**config.mk**
```make
export PLATFORM = sky130hd
export DESIGN_NAME = mdio_mgmt_master
export DESIGN_NICKNAME = d
export VERILOG_FILES = /design/src/rtl/mdio_mgmt_pkg.sv /design/src/rtl/mdio_mdc_gen.sv /design/src/rtl/mdio_in_sync.sv /design/src/rtl/mdio_frame_eng.sv /design/src/rtl/mdio_mgmt_master.sv
export SDC_FILE = /design/constraint.sdc
export NUM_CORES = 1
export LEC_CHECK = 0
export ABC_AREA = 1
export BUFFER_PORTS_ARGS = -buffer_cell sky130_fd_sc_hd__buf_2
export CORE_MARGIN = 4
export CORE_UTILIZATION = 31
export DETAILED_ROUTE_END_ITERATION = 8
export GPL_TIMING_DRIVEN = 0
export HOLD_SLACK_MARGIN = 0.02
export PLACE_DENSITY = 0.58
export SYNTH_ARGS = -nofsm -noshare
export SYNTH_HDL_FRONTEND = slang
export SYNTH_SLANG_ARGS = --single-unit
export TNS_END_PERCENT = 1
```
**constraint.sdc**
```tcl
create_clock -name clk -period 2 [get_ports clk]
set_input_delay 0.5 -clock clk [delete_from_list [all_inputs] [get_ports clk]]
set_output_delay 0.5 -clock clk [all_outputs]
set_load 0.01 [all_outputs]
```
**src/rtl/mdio_mgmt_pkg.sv**
```systemverilog
package mdio_mgmt_pkg;
   localparam int FRAME_BITS = 64;
   localparam int TA_FIRST   = 46;
   localparam int DATA_FIRST = 48;

   typedef enum logic [2:0] {
      SEL_CFG = 3'd0,
      SEL_CMD = 3'd1,
      SEL_ADR = 3'd2,
      SEL_WDT = 3'd3,
      SEL_RDT = 3'd4,
      SEL_IND = 3'd5
   } reg_sel_e;

   localparam int CFG_RST_BIT = 15;
   localparam int CMD_RD_BIT  = 0;
   localparam int CMD_SCN_BIT = 1;
   localparam int LINK_BIT    = 2;

   function automatic logic [FRAME_BITS-1:0] mk_frame(input logic rd,
                                                      input logic [4:0] phy,
                                                      input logic [4:0] ra,
                                                      input logic [15:0] d);
      return {32'hFFFF_FFFF, 2'b01, (rd ? 2'b10 : 2'b01), phy, ra,
              (rd ? 2'b11 : 2'b10), (rd ? 16'hFFFF : d)};
   endfunction
endpackage

```
**src/rtl/mdio_mdc_gen.sv**
```systemverilog
module mdio_mdc_gen #(
   parameter int DIV = 40
) (
   input  logic clk,
   input  logic rst_n,
   input  logic run,
   output logic mdc,
   output logic rise,
   output logic fall
);
   localparam int CW   = $clog2(DIV);
   localparam int HALF = DIV / 2;

   logic [CW-1:0] cnt;

   assign rise = run && (cnt == CW'(HALF - 1));
   assign fall = run && (cnt == CW'(DIV - 1));

   always_ff @(posedge clk or negedge rst_n) begin
      if (!rst_n) begin
         cnt <= '0;
         mdc <= 1'b0;
      end else if (!run) begin
         cnt <= '0;
         mdc <= 1'b0;
      end else begin
         cnt <= fall ? '0 : cnt + 1'b1;
         if (rise)
            mdc <= 1'b1;
         else if (fall)
            mdc <= 1'b0;
      end
   end
endmodule

```
**src/rtl/mdio_in_sync.sv**
```systemverilog
module mdio_in_sync #(
   parameter int STAGES = 2
) (
   input  logic clk,
   input  logic rst_n,
   input  logic d,
   output logic q
);
   generate
      if (STAGES == 0) begin : g_direct
         assign q = d;
      end else begin : g_chain
         logic [STAGES-1:0] ff;
         always_ff @(posedge clk or negedge rst_n) begin
            if (!rst_n) begin
               ff <= '1;
            end else begin
               ff[0] <= d;
               for (int i = 1; i < STAGES; i++)
                  ff[i] <= ff[i-1];
            end
         end
         assign q = ff[STAGES-1];
      end
   endgenerate
endmodule

```
**src/rtl/mdio_frame_eng.sv**
```systemverilog
module mdio_frame_eng
   import mdio_mgmt_pkg::*;
(
   input  logic        clk,
   input  logic        rst_n,
   input  logic        clr,
   input  logic        start,
   input  logic        rd_op,
   input  logic [4:0]  phy,
   input  logic [4:0]  ra,
   input  logic [15:0] wd,
   input  logic        rise,
   input  logic        fall,
   input  logic        mdi,
   output logic        active,
   output logic        mdo,
   output logic        mdoe,
   output logic        done,
   output logic [15:0] rd_word
);
   localparam int IW = $clog2(FRAME_BITS);

   logic [FRAME_BITS-1:0] sh;
   logic [IW-1:0]         idx;
   logic                  rd_q;
   logic [15:0]           rsh;

   assign mdo     = active & sh[FRAME_BITS-1];
   assign mdoe    = active & ~(rd_q & (idx >= IW'(TA_FIRST)));
   assign rd_word = rsh;

   always_ff @(posedge clk or negedge rst_n) begin
      if (!rst_n) begin
         sh     <= '0;
         idx    <= '0;
         rd_q   <= 1'b0;
         rsh    <= '0;
         active <= 1'b0;
         done   <= 1'b0;
      end else if (clr) begin
         sh     <= '0;
         idx    <= '0;
         rd_q   <= 1'b0;
         active <= 1'b0;
         done   <= 1'b0;
      end else begin
         done <= 1'b0;
         if (start) begin
            sh     <= mk_frame(rd_op, phy, ra, wd);
            idx    <= '0;
            rd_q   <= rd_op;
            active <= 1'b1;
         end else if (active) begin
            if (rise && rd_q && (idx >= IW'(DATA_FIRST)))
               rsh <= {rsh[14:0], mdi};
            if (fall) begin
               if (idx == IW'(FRAME_BITS - 1)) begin
                  active <= 1'b0;
                  done   <= 1'b1;
               end else begin
                  idx <= idx + 1'b1;
                  sh  <= {sh[FRAME_BITS-2:0], 1'b0};
               end
            end
         end
      end
   end
endmodule

```
**src/rtl/mdio_mgmt_master.sv**
```systemverilog
module mdio_mgmt_master
   import mdio_mgmt_pkg::*;
#(
   parameter int MDC_DIV     = 40,
   parameter int SYNC_STAGES = 2
) (
   input  logic        clk,
   input  logic        rst_n,
   input  logic        reg_wr,
   input  logic [2:0]  reg_sel,
   input  logic [15:0] reg_wdata,
   output logic [15:0] reg_rdata,
   output logic        mdc,
   output logic        mdio_o,
   output logic        mdio_oe,
   input  logic        mdio_i
);
   generate
      if (MDC_DIV < 4 || (MDC_DIV % 2) != 0) begin : g_bad_div
         $error("MDC_DIV must be even and at least 4");
      end
      if (SYNC_STAGES < 0 || SYNC_STAGES > MDC_DIV / 2 - 1) begin : g_bad_sync
         $error("SYNC_STAGES must fit inside half an mdc period");
      end
   endgenerate

   logic [15:0] cfg_q;
   logic [1:0]  cmd_q;
   logic [4:0]  phy_q, ra_q;
   logic [15:0] wdat_q, rdat_q;
   logic        busy_q, nval_q, lfail_q;
   logic        rd_frame_q, scan_frame_q;

   logic        mgmt_rst;
   logic        wr_cfg, wr_cmd, wr_adr, wr_wdt;
   logic        start_wr, start_rd, restart, eng_start, eng_rd;
   logic        eng_active, eng_done, eng_mdo, eng_mdoe;
   logic [15:0] eng_word;
   logic        rise, fall, mdi_s;

   assign mgmt_rst = cfg_q[CFG_RST_BIT];
   assign wr_cfg   = reg_wr && (reg_sel == SEL_CFG);
   assign wr_cmd   = reg_wr && (reg_sel == SEL_CMD);
   assign wr_adr   = reg_wr && (reg_sel == SEL_ADR);
   assign wr_wdt   = reg_wr && (reg_sel == SEL_WDT);

   assign start_wr  = wr_wdt && !busy_q && !mgmt_rst;
   assign start_rd  = wr_cmd && (reg_wdata[CMD_RD_BIT] || reg_wdata[CMD_SCN_BIT])
                      && !busy_q && !mgmt_rst;
   assign restart   = eng_done && cmd_q[CMD_SCN_BIT] && !mgmt_rst;
   assign eng_start = start_wr || start_rd || restart;
   assign eng_rd    = !start_wr;

   mdio_mdc_gen #(.DIV(MDC_DIV)) u_mdc (
      .clk  (clk),
      .rst_n(rst_n),
      .run  (eng_active && !mgmt_rst),
      .mdc  (mdc),
      .rise (rise),
      .fall (fall)
   );

   mdio_in_sync #(.STAGES(SYNC_STAGES)) u_sync (
      .clk  (clk),
      .rst_n(rst_n),
      .d    (mdio_i),
      .q    (mdi_s)
   );

   mdio_frame_eng u_eng (
      .clk    (clk),
      .rst_n  (rst_n),
      .clr    (mgmt_rst),
      .start  (eng_start),
      .rd_op  (eng_rd),
      .phy    (phy_q),
      .ra     (ra_q),
      .wd     (start_wr ? reg_wdata : wdat_q),
      .rise   (rise),
      .fall   (fall),
      .mdi    (mdi_s),
      .active (eng_active),
      .mdo    (eng_mdo),
      .mdoe   (eng_mdoe),
      .done   (eng_done),
      .rd_word(eng_word)
   );

   assign mdio_o  = eng_mdo;
   assign mdio_oe = eng_mdoe;

   always_ff @(posedge clk or negedge rst_n) begin
      if (!rst_n) begin
         cfg_q <= '0;
         phy_q <= '0;
         ra_q  <= '0;
      end else begin
         if (wr_cfg)
            cfg_q <= reg_wdata;
         if (wr_adr) begin
            phy_q <= reg_wdata[12:8];
            ra_q  <= reg_wdata[4:0];
         end
      end
   end

   always_ff @(posedge clk or negedge rst_n) begin
      if (!rst_n) begin
         cmd_q        <= '0;
         wdat_q       <= '0;
         rdat_q       <= '0;
         busy_q       <= 1'b0;
         nval_q       <= 1'b0;
         lfail_q      <= 1'b0;
         rd_frame_q   <= 1'b0;
         scan_frame_q <= 1'b0;
      end else if (mgmt_rst) begin
         cmd_q        <= '0;
         busy_q       <= 1'b0;
         nval_q       <= 1'b0;
         lfail_q      <= 1'b0;
         rd_frame_q   <= 1'b0;
         scan_frame_q <= 1'b0;
      end else begin
         if (wr_cmd)
            cmd_q <= reg_wdata[1:0];
         if (start_wr)
            wdat_q <= reg_wdata;
         if (eng_done && rd_frame_q) begin
            rdat_q <= eng_word;
            nval_q <= 1'b0;
            if (scan_frame_q)
               lfail_q <= ~eng_word[LINK_BIT];
         end
         if (start_rd)
            nval_q <= 1'b1;
         if (eng_start) begin
            busy_q       <= 1'b1;
            rd_frame_q   <= eng_rd;
            scan_frame_q <= restart || (start_rd && reg_wdata[CMD_SCN_BIT]);
         end else if (eng_done) begin
            busy_q <= 1'b0;
         end
      end
   end

   always_comb begin
      case (reg_sel)
         SEL_CFG: reg_rdata = cfg_q;
         SEL_CMD: reg_rdata = {14'b0, cmd_q};
         SEL_ADR: reg_rdata = {3'b0, phy_q, 3'b0, ra_q};
         SEL_WDT: reg_rdata = wdat_q;
         SEL_RDT: reg_rdata = rdat_q;
         SEL_IND: reg_rdata = {12'b0, lfail_q, nval_q, 1'b0, busy_q};
         default: reg_rdata = '0;
      endcase
   end
endmodule

```
==> metrics.md, run 1 <==
| Metric | Value |
|---|---|
| CTS max path bufs | `2` |
| Yosys cell types | `35` |
| Port-buffer cells | `41` |
| Combinational Power Share | `0.213` |
| Worst skew pair latency | `0.44 ns` |
| FF-to-FF path depth | `8` |
| Initial antenna violation count | `0` |
| Switching Share | `0.333` |
| Cells after DPL | `1334` |
| Fmax | `484 MHz` |
| Maxcap violations | `0` |
| Post-Syn Area | `7740 µm²` |
| Critical path launch point type | `register` |
| Clock power frac | `0.339` |
| VDD IR-drop max | `0.598 mV` |
| Top-count cell post-synth | `nand2_1` |
| Share of layout cells above drive strength 1 | `0.156` |
| Util after Layout | `0.379` |
| CTS root buf | `clkbuf_16` |
| H-tree lvl count | `4` |
| Main combinational cell family by area after synthesis | `simple AND/OR/NAND/NOR gates` |
| DR vias/cell | `4.76` |
| CP Max Fanout | `8` |
| Routed wire length per instance | `14.5 µm` |
| Slew Limit Fails | `0` |
| Ys async rst share | `1.00` |
| Final WL | `20000 µm` |
| Pleak | `4.64 nW` |
| Worst setup EP type | `output port` |
| Worst Setup Path Type | `reg -> out` |
| Worst Tran Pin Value | `0.575 ns` |
| Core Box Area | `24500 µm²` |
| WP data arrival | `1.57 ns` |
| Top cell type's share of synthesized area | `0.517` |
| RSZ-0062 raised after global routing | `true` |
| Synth top cells by count | `344 x nand2_1, 160 x dfrtp_1, 120 x inv_1, 89 x o21ai_0, 55 x nand4_1` |
| P_int | `6.58 mW` |
| Starting DRT DRC Count | `426` |
| Failing checks | `negative setup slack` |
| Synth Area in XOR/XNOR | `0.00340` |
| Primary FF master, synth | `dfrtp_1` |
| Worst Clk Skew | `0.0109 ns` |
| Sequential share of the synthesized area | `0.524` |
| Num CTS Buffers | `17` |
| # DRC | `0` |
| Top cell type by total area after synthesis | `dfrtp_1` |
| Syn Area/Cell | `7.99 µm²` |
| Final hold slack | `0.0183 ns` |
| Largest net degree at the start of global routing | `98` |
| Gr usage total | `0.148` |
| Post-synthesis adder-cell area fraction | `0.00485` |
| Mux cell area share after synthesis | `0` |
| Worst R2R Start | `u_eng.idx[0]$_DFFE_PN0P_` |
| Synth Area in Simple Gates | `0.262` |
| Die height | `166 µm` |
| ANT nets after route | `0` |
| Post-synthesis instance total | `968` |
| Max transition margin | `0.617` |
| Worst min path class | `in -> async` |
| Area Growth Syn to Fin | `19.8%` |
| Clock slew at reported path FFs | `0.07 ns` |
| Syn nets | `994` |
| Placer Congestion | `0.826` |
| # setup viols final | `3` |
| Tmin final | `2.07 ns` |
| CTS tree | `yes` |
| Fin nets | `1073` |
| Die extent in x | `166 µm` |
| Synth Register Bits | `162` |
| CP Data Required Time | `1.50 ns` |
| Switch Pwr | `3.29 mW` |
| Yosys Warn Count | `0` |
| Rows | `57` |
| Sequential power share | `0.448` |
| Hold Vio Cnt, Final | `0` |
| Antenna cells | `0` |
| Status | `complete, but fails checks` |
| Synth area leaders | `dfrtp_1 52%, nand2_1 17%, inv_1 5.8%` |
| Clk sinks | `162` |
| Post-synth EDFFs | `0` |
| Post-layout worst setup margin | `-0.0665 ns` |
| Final Non-Filler Cells | `1384` |
| Critical path capture point | `reg_rdata[15]` |
| Crit path launch | `cfg_q[15]$_DFFE_PN0P_` |
| Worst R2R End | `u_eng.sh[45]$_DFFE_PN0P_` |
| Die area | `27600 µm²` |
| Compound-gate portion of the synthesized area | `0.104` |
| Via Count | `6591` |
| Worst reg2reg setup slack | `0.12 ns` |
| Initial Utilization | `0.316` |
| I/O Pins | `42` |
| Total grt overflow | `0` |
| Detailed Place HPWL | `14000 µm` |
| First-pass GRT wire length | `33400 µm` |
| Final period util | `1.03` |
| Number of global-route vias before repair | `6367` |
| Initial DRT Pass Iterations | `5` |
| PwrDens | `1060 nW/µm²` |
worst min-delay path by stage:
stage | start | end | slack [ns] | depth (start not counted)
after floorplan | rst_n | busy_q$_DFFE_PN0P_ | 0.20 | 0
after global placement | u_sync.g_chain.ff[0]$_DFF_PN1_ | u_sync.g_chain.ff[1]$_DFF_PN1_ | 0.35 | 0
after CTS | rst_n | u_eng.sh[43]$_DFFE_PN0P_ | 0.04 | 1
after global routing | rst_n | u_eng.sh[44]$_DFFE_PN0P_ | 0.06 | 1
after detailed placement | u_sync.g_chain.ff[0]$_DFF_PN1_ | u_sync.g_chain.ff[1]$_DFF_PN1_ | 0.35 | 0
final | rst_n | u_eng.sh[43]$_DFFE_PN0P_ | 0.02 | 1
layout by cell type (no fill, tap or decap), types with 9 or more instances in the layout:
master     synthesis  routed
clkbuf_1          21      16
nand2_1          344     343
clkbuf_16          0      19
inv_2              5       9
dfrtp_1          160     159
o21ai_1           22      24
nand3_1           28      27
o21a_1            14      14
buf_2             15      50
nand4_1           55      55
buf_4              8      28
nor2_1            29      25
inv_1            120     114
o21ai_0           89      87
power groups by stage:
stage	clock network (mW)	logic [mW]	registers, mW
floorplan	0	1.49	4.35
global placement	0	1.96	4.45
detailed placement	0	2.00	4.46
CTS	3.40	2.07	4.41
global route	3.53	2.42	4.51
finish	3.35	2.11	4.42
metal layers:
metal | track usage | share of wire | wire, µm | vias up
li1 | - | - | - | 3241
met1 | 0.206 | 0.48 | 9640 | 3168
met2 | 0.233 | 0.46 | 9180 | 150
met3 | 0.0276 | 0.040 | 794 | 32
met4 | 0.0463 | 0.021 | 418 | 0
met5 | 0 | 0 | 0 | -
what timing repair did:
item	CTS	global route
gates resized for setup	26	22
endpoints found under the setup margin	27	85
pin swaps	2	5
setup buffers	5	14
hold buffers	0	0
area by class of cell:
cell class              count  area, µm²
repair buffers             61        394
fillers                  2476      15200
plain buffers              56        393
well taps                 324        405
multi-input cells         624       2940
clock buffers              17        425
inverters                 125        474
clock inverters            15        183
flip-flops and latches    162       4060
critical path: stages (launching register included):
cell	delay, ns
dfrtp_2	0.41
inv_4	0.05
buf_12	0.13
clkbuf_16	0.16
o211ai_1	0.21
buf_2	0.17
metrics by stage:
step / TNS, ns / area, µm² / worst slack [ns] / power, mW
6_report: -0.166 / 9270 / -0.0665 / 9.87
5_1_grt: -0.582 / 9270 / -0.107 / 10.5
4_1_cts: -0.403 / 9110 / -0.103 / 9.88
3_5_place_dp: -10.29 / 8390 / -0.479 / 6.47
3_3_place_gp: -368.04 / 8350 / -2.25 / 6.41
2_1_floorplan: 0 / 7740 / 0.195 / 5.84
sequential cells by signal, summed over array words and instances (netlist names), 2 cells and up:
signal / flops
rdat_q: 16
wdat_q: 16
u_sync.g_chain.ff: 2
phy_q: 5
ra_q: 5
u_eng.rd_word: 16
cmd_q: 2
u_mdc.cnt: 6
cfg_q: 16
u_eng.idx: 6
u_eng.sh: 64
logic make-up (layout without fill, tap and decap cells):
group / count (synthesis) / in the layout
flops: 162 / 162
fa+ha+maj: 3 / 3
buf+inv: 182 / 274
compound gates: 146 / 146
xor+xnor: 3 / 3
simple gates: 472 / 472
Power figures use the tool's default switching activity.
==> inputs of run 2 (changes only) <==
--- a/config.mk
+++ b/config.mk
@@ -12,7 +12,7 @@
 export DETAILED_ROUTE_END_ITERATION = 8
 export GPL_TIMING_DRIVEN = 0
 export HOLD_SLACK_MARGIN = 0.02
-export PLACE_DENSITY = 0.58
+export PLACE_DENSITY = 0.6
 export SYNTH_ARGS = -nofsm -noshare
 export SYNTH_HDL_FRONTEND = slang
 export SYNTH_SLANG_ARGS = --single-unit
==> constraint.sdc (replaced) <==
create_clock -name clk -period 1.9 [get_ports clk]
set_input_delay 0.475 -clock clk [delete_from_list [all_inputs] [get_ports clk]]
set_output_delay 0.475 -clock clk [all_outputs]
set_load 0.01 [all_outputs]
==> run 2 against run 1 <==
  * Largest cell class unchanged
  * Clock skew increased by 0.0067 ns
  * Non-clock buffer count decreased by 7
  * The flow still finishes with violations (negative setup slack)
  * Total power increased by 4.7%
  * Sequential power increased by 5.2%
  * Combinational power increased by 4%
  * Sequential share of layout area increased by 0.18 points
  * Register-to-register slack got worse by 0.11 ns
  * Worst setup slack got worse by 0.12 ns
  * Die area unchanged
==> metrics.md, run 2 (same netlist as run 1, synthesis figures left out) <==
| Metric | Value |
|---|---|
| Antenna cells | `0 (unchanged)` |
| Switch Pwr | `3.42 mW (+3.9%)` |
| Placer Congestion | `0.820 (-0.81%)` |
| Gr usage total | `0.147 (-0.000695)` |
| Core Box Area | `24500 µm² (unchanged)` |
| Detailed Place HPWL | `14000 µm (about the same)` |
| Largest register by flop count | `u_eng.sh` |
| Routed wire length per instance | `14.5 µm (+0.12%)` |
| Fmax | `479 MHz` |
| Multi-input gate area | `2950 µm² (+0.47%)` |
| Failing checks | `negative setup slack` |
| Largest net degree at the start of global routing | `91 (-7.1%)` |
| Critical path launch point type | `register` |
| Setup TNS | `-1.00 ns (-0.836 ns)` |
| Die extent in x | `166 µm (unchanged)` |
| DRT met1 WL | `9450 µm (-2.0%)` |
| Hold EP | `u_sync.g_chain.ff[0]$_DFF_PN1_` |
| Die height | `166 µm (unchanged)` |
| P_int | `6.92 mW (+5.1%)` |
| Area Growth Syn to Fin | `19.3%` |
| Final period util | `1.10` |
| Reg area | `4060 µm² (unchanged)` |
| # DRC | `0 (unchanged)` |
| Util after Layout | `0.377 (-0.00159)` |
| Worst skew pair latency | `0.44 ns (about the same)` |
| Worst R2R End | `u_eng.sh[9]$_DFFE_PN0P_` |
| Initial Utilization | `0.316 (unchanged)` |
| Design area | `9230 µm² (-0.42%)` |
| Max transition margin | `0.595 (-0.0218)` |
| Fill count | `2510 (+1.4%)` |
| Number of global-route vias before repair | `6310 (-0.90%)` |
| Combinational Power Share | `0.213 (about the same)` |
| Worst R2R Start | `cfg_q[15]$_DFFE_PN0P_` |
| PwrDens | `1120 nW/µm² (+5.1%)` |
| DR vias/cell | `4.71 (-1.1%)` |
| Worst reg2reg setup slack | `0.01 ns (-0.11 ns)` |
| CTS tree | `yes` |
| Maxcap violations | `0 (unchanged)` |
| Slowest-stage cell, CP | `dfrtp_2` |
| Share of layout cells above drive strength 1 | `0.152 (-0.00371)` |
| Die area | `27600 µm² (unchanged)` |
| FF-to-FF path depth | `11 (+3)` |
| Starting DRT DRC Count | `532 (+25%)` |
| Port-buffer cells | `41 (unchanged)` |
| Met3 WL | `842 µm (+6.0%)` |
| Clock slew at reported path FFs | `0.07 ns (about the same)` |
| Post-layout worst setup margin | `-0.187 ns (-0.121 ns)` |
| Switching Share | `0.331 (-0.00251)` |
| Hold path startpoint | `mdio_i` |
| CP Max Fanout | `6 (-2)` |
| Worst Setup Path Type | `reg -> out` |
| Status | `complete, but fails checks` |
| Pre-CTS WS | `-0.571 ns (-0.0923 ns)` |
| Slew Limit Fails | `0 (unchanged)` |
| Worst Tran Pin Value | `0.608 ns (+0.0326 ns)` |
| Post-DP Area | `8390 µm² (unchanged)` |
| Met2 WL post-DR | `9320 µm (+1.6%)` |
| Final Non-Filler Cells | `1377 (-0.51%)` |
| Initial antenna violation count | `0 (unchanged)` |
| Final Power | `10.3 mW (+4.7%)` |
| Hold depth | `1` |
| I/O Pins | `42 (unchanged)` |
| Worst min path class | `in -> reg` |
| Tmin final | `2.09 ns` |
| CP peak stage delay | `0.40 ns (about the same)` |
| Worst setup EP type | `output port` |
| ANT nets after route | `0 (unchanged)` |
| Cells after DPL | `1334 (unchanged)` |
| Pleak | `4.61 nW (-0.65%)` |
| Clk sinks | `162 (unchanged)` |
| Most frequent cells in the layout | `341 x nand2_1, 159 x dfrtp_1, 116 x inv_1` |
| Final WL | `20000 µm (-0.38%)` |
| Total grt overflow | `0 (unchanged)` |
| CTS max path bufs | `2 (unchanged)` |
| Sequential power share | `0.450 (+0.002)` |
| CP Data Required Time | `1.42 ns (-0.08 ns)` |
| WP data arrival | `1.61 ns (+0.04 ns)` |
| First-pass GRT wire length | `33100 µm (-0.72%)` |
| Num CTS Buffers | `17 (unchanged)` |
| H-tree lvl count | `4 (unchanged)` |
| Initial DRT Pass Iterations | `5 (unchanged)` |
| Crit-path cells | `inv_4 -> buf_8 -> clkbuf_16 -> o211ai_1 -> buf_2` |
| VDD IR-drop max | `0.637 mV (+6.4%)` |
| Highest routed layer | `met4` |
| Clock power frac | `0.337 (-0.002)` |
| Max reg flops | `64 (unchanged)` |
| Final hold slack | `0.123 ns (+0.105 ns)` |
| # setup viols final | `14 (+11)` |
| CTS root buf | `clkbuf_16` |
| RSZ-0062 raised after global routing | `true` |
| Most common cell after layout, fill and taps aside | `nand2_1` |
| Hold Vio Cnt, Final | `0 (unchanged)` |
| Via Count | `6486 (-1.6%)` |
| Fin nets | `1066 (-0.65%)` |
| Worst Clk Skew | `0.0176 ns (+0.00665 ns)` |
| Rows | `57 (unchanged)` |
[run 2: per-layer routing]
| metal | global-route usage | vias to the layer above |
|---|---|---|
| met3 | 0.0324 | 28 |
| met2 | 0.230 | 154 |
| met4 | 0.0441 | 0 |
| met5 | 0 | - |
| met1 | 0.204 | 3077 |
| li1 | - | 3227 |
[run 2: worst max-delay path, delay by kind of cell (launching register included)]
kind,cells,cell delay (ns)
AOI/OAI and AO/OA,1,0.26
buffers and inverters,4,0.52
DFF,1,0.40
[run 2: how the worst max path moves through the flow]
stage | startpoint | end | depth (start not counted)
floorplan | reg_sel[2] | reg_rdata[10] | 6
global placement | rst_n | u_eng.rd_word[5]$_DFFE_PN0P_ | 1
detailed placement | reg_sel[2] | reg_rdata[4] | 8
CTS | u_eng.idx[1]$_DFFE_PN0P_ | mdio_oe | 5
global route | cfg_q[15]$_DFFE_PN0P_ | reg_rdata[15] | 5
finish | cfg_q[15]$_DFFE_PN0P_ | reg_rdata[15] | 5
[run 2: timing repair]
action / in CTS / in global routing
gates cloned: 0 / 0
resized for setup: 32 / 24
endpoints found under the setup margin: 58 / 99
hold buffers: 1 / 0
endpoints found under the hold margin: 18 / 0
pin swaps: 5 / 6
setup buffers: 6 / 5
[run 2: area by class of cell]
class | count | area share
clock inverters | 15 | 0.0191
clock buffers | 17 | 0.0461
multi-input cells | 624 | 0.320
plain buffers | 56 | 0.0436
inverters | 125 | 0.0511
repair buffers | 54 | 0.0369
flip-flops and latches | 162 | 0.439
well taps | 324 | 0.0439
[run 2: power groups by stage]
stage / sequential [mW] / combinational [mW] / clock (mW)
final: 4.65 / 2.20 / 3.49
after floorplan: 4.58 / 1.56 / 0
after CTS: 4.64 / 2.17 / 3.57
after global placement: 4.69 / 2.05 / 0
after global routing: 4.73 / 2.55 / 3.72
after detailed placement: 4.69 / 2.11 / 0
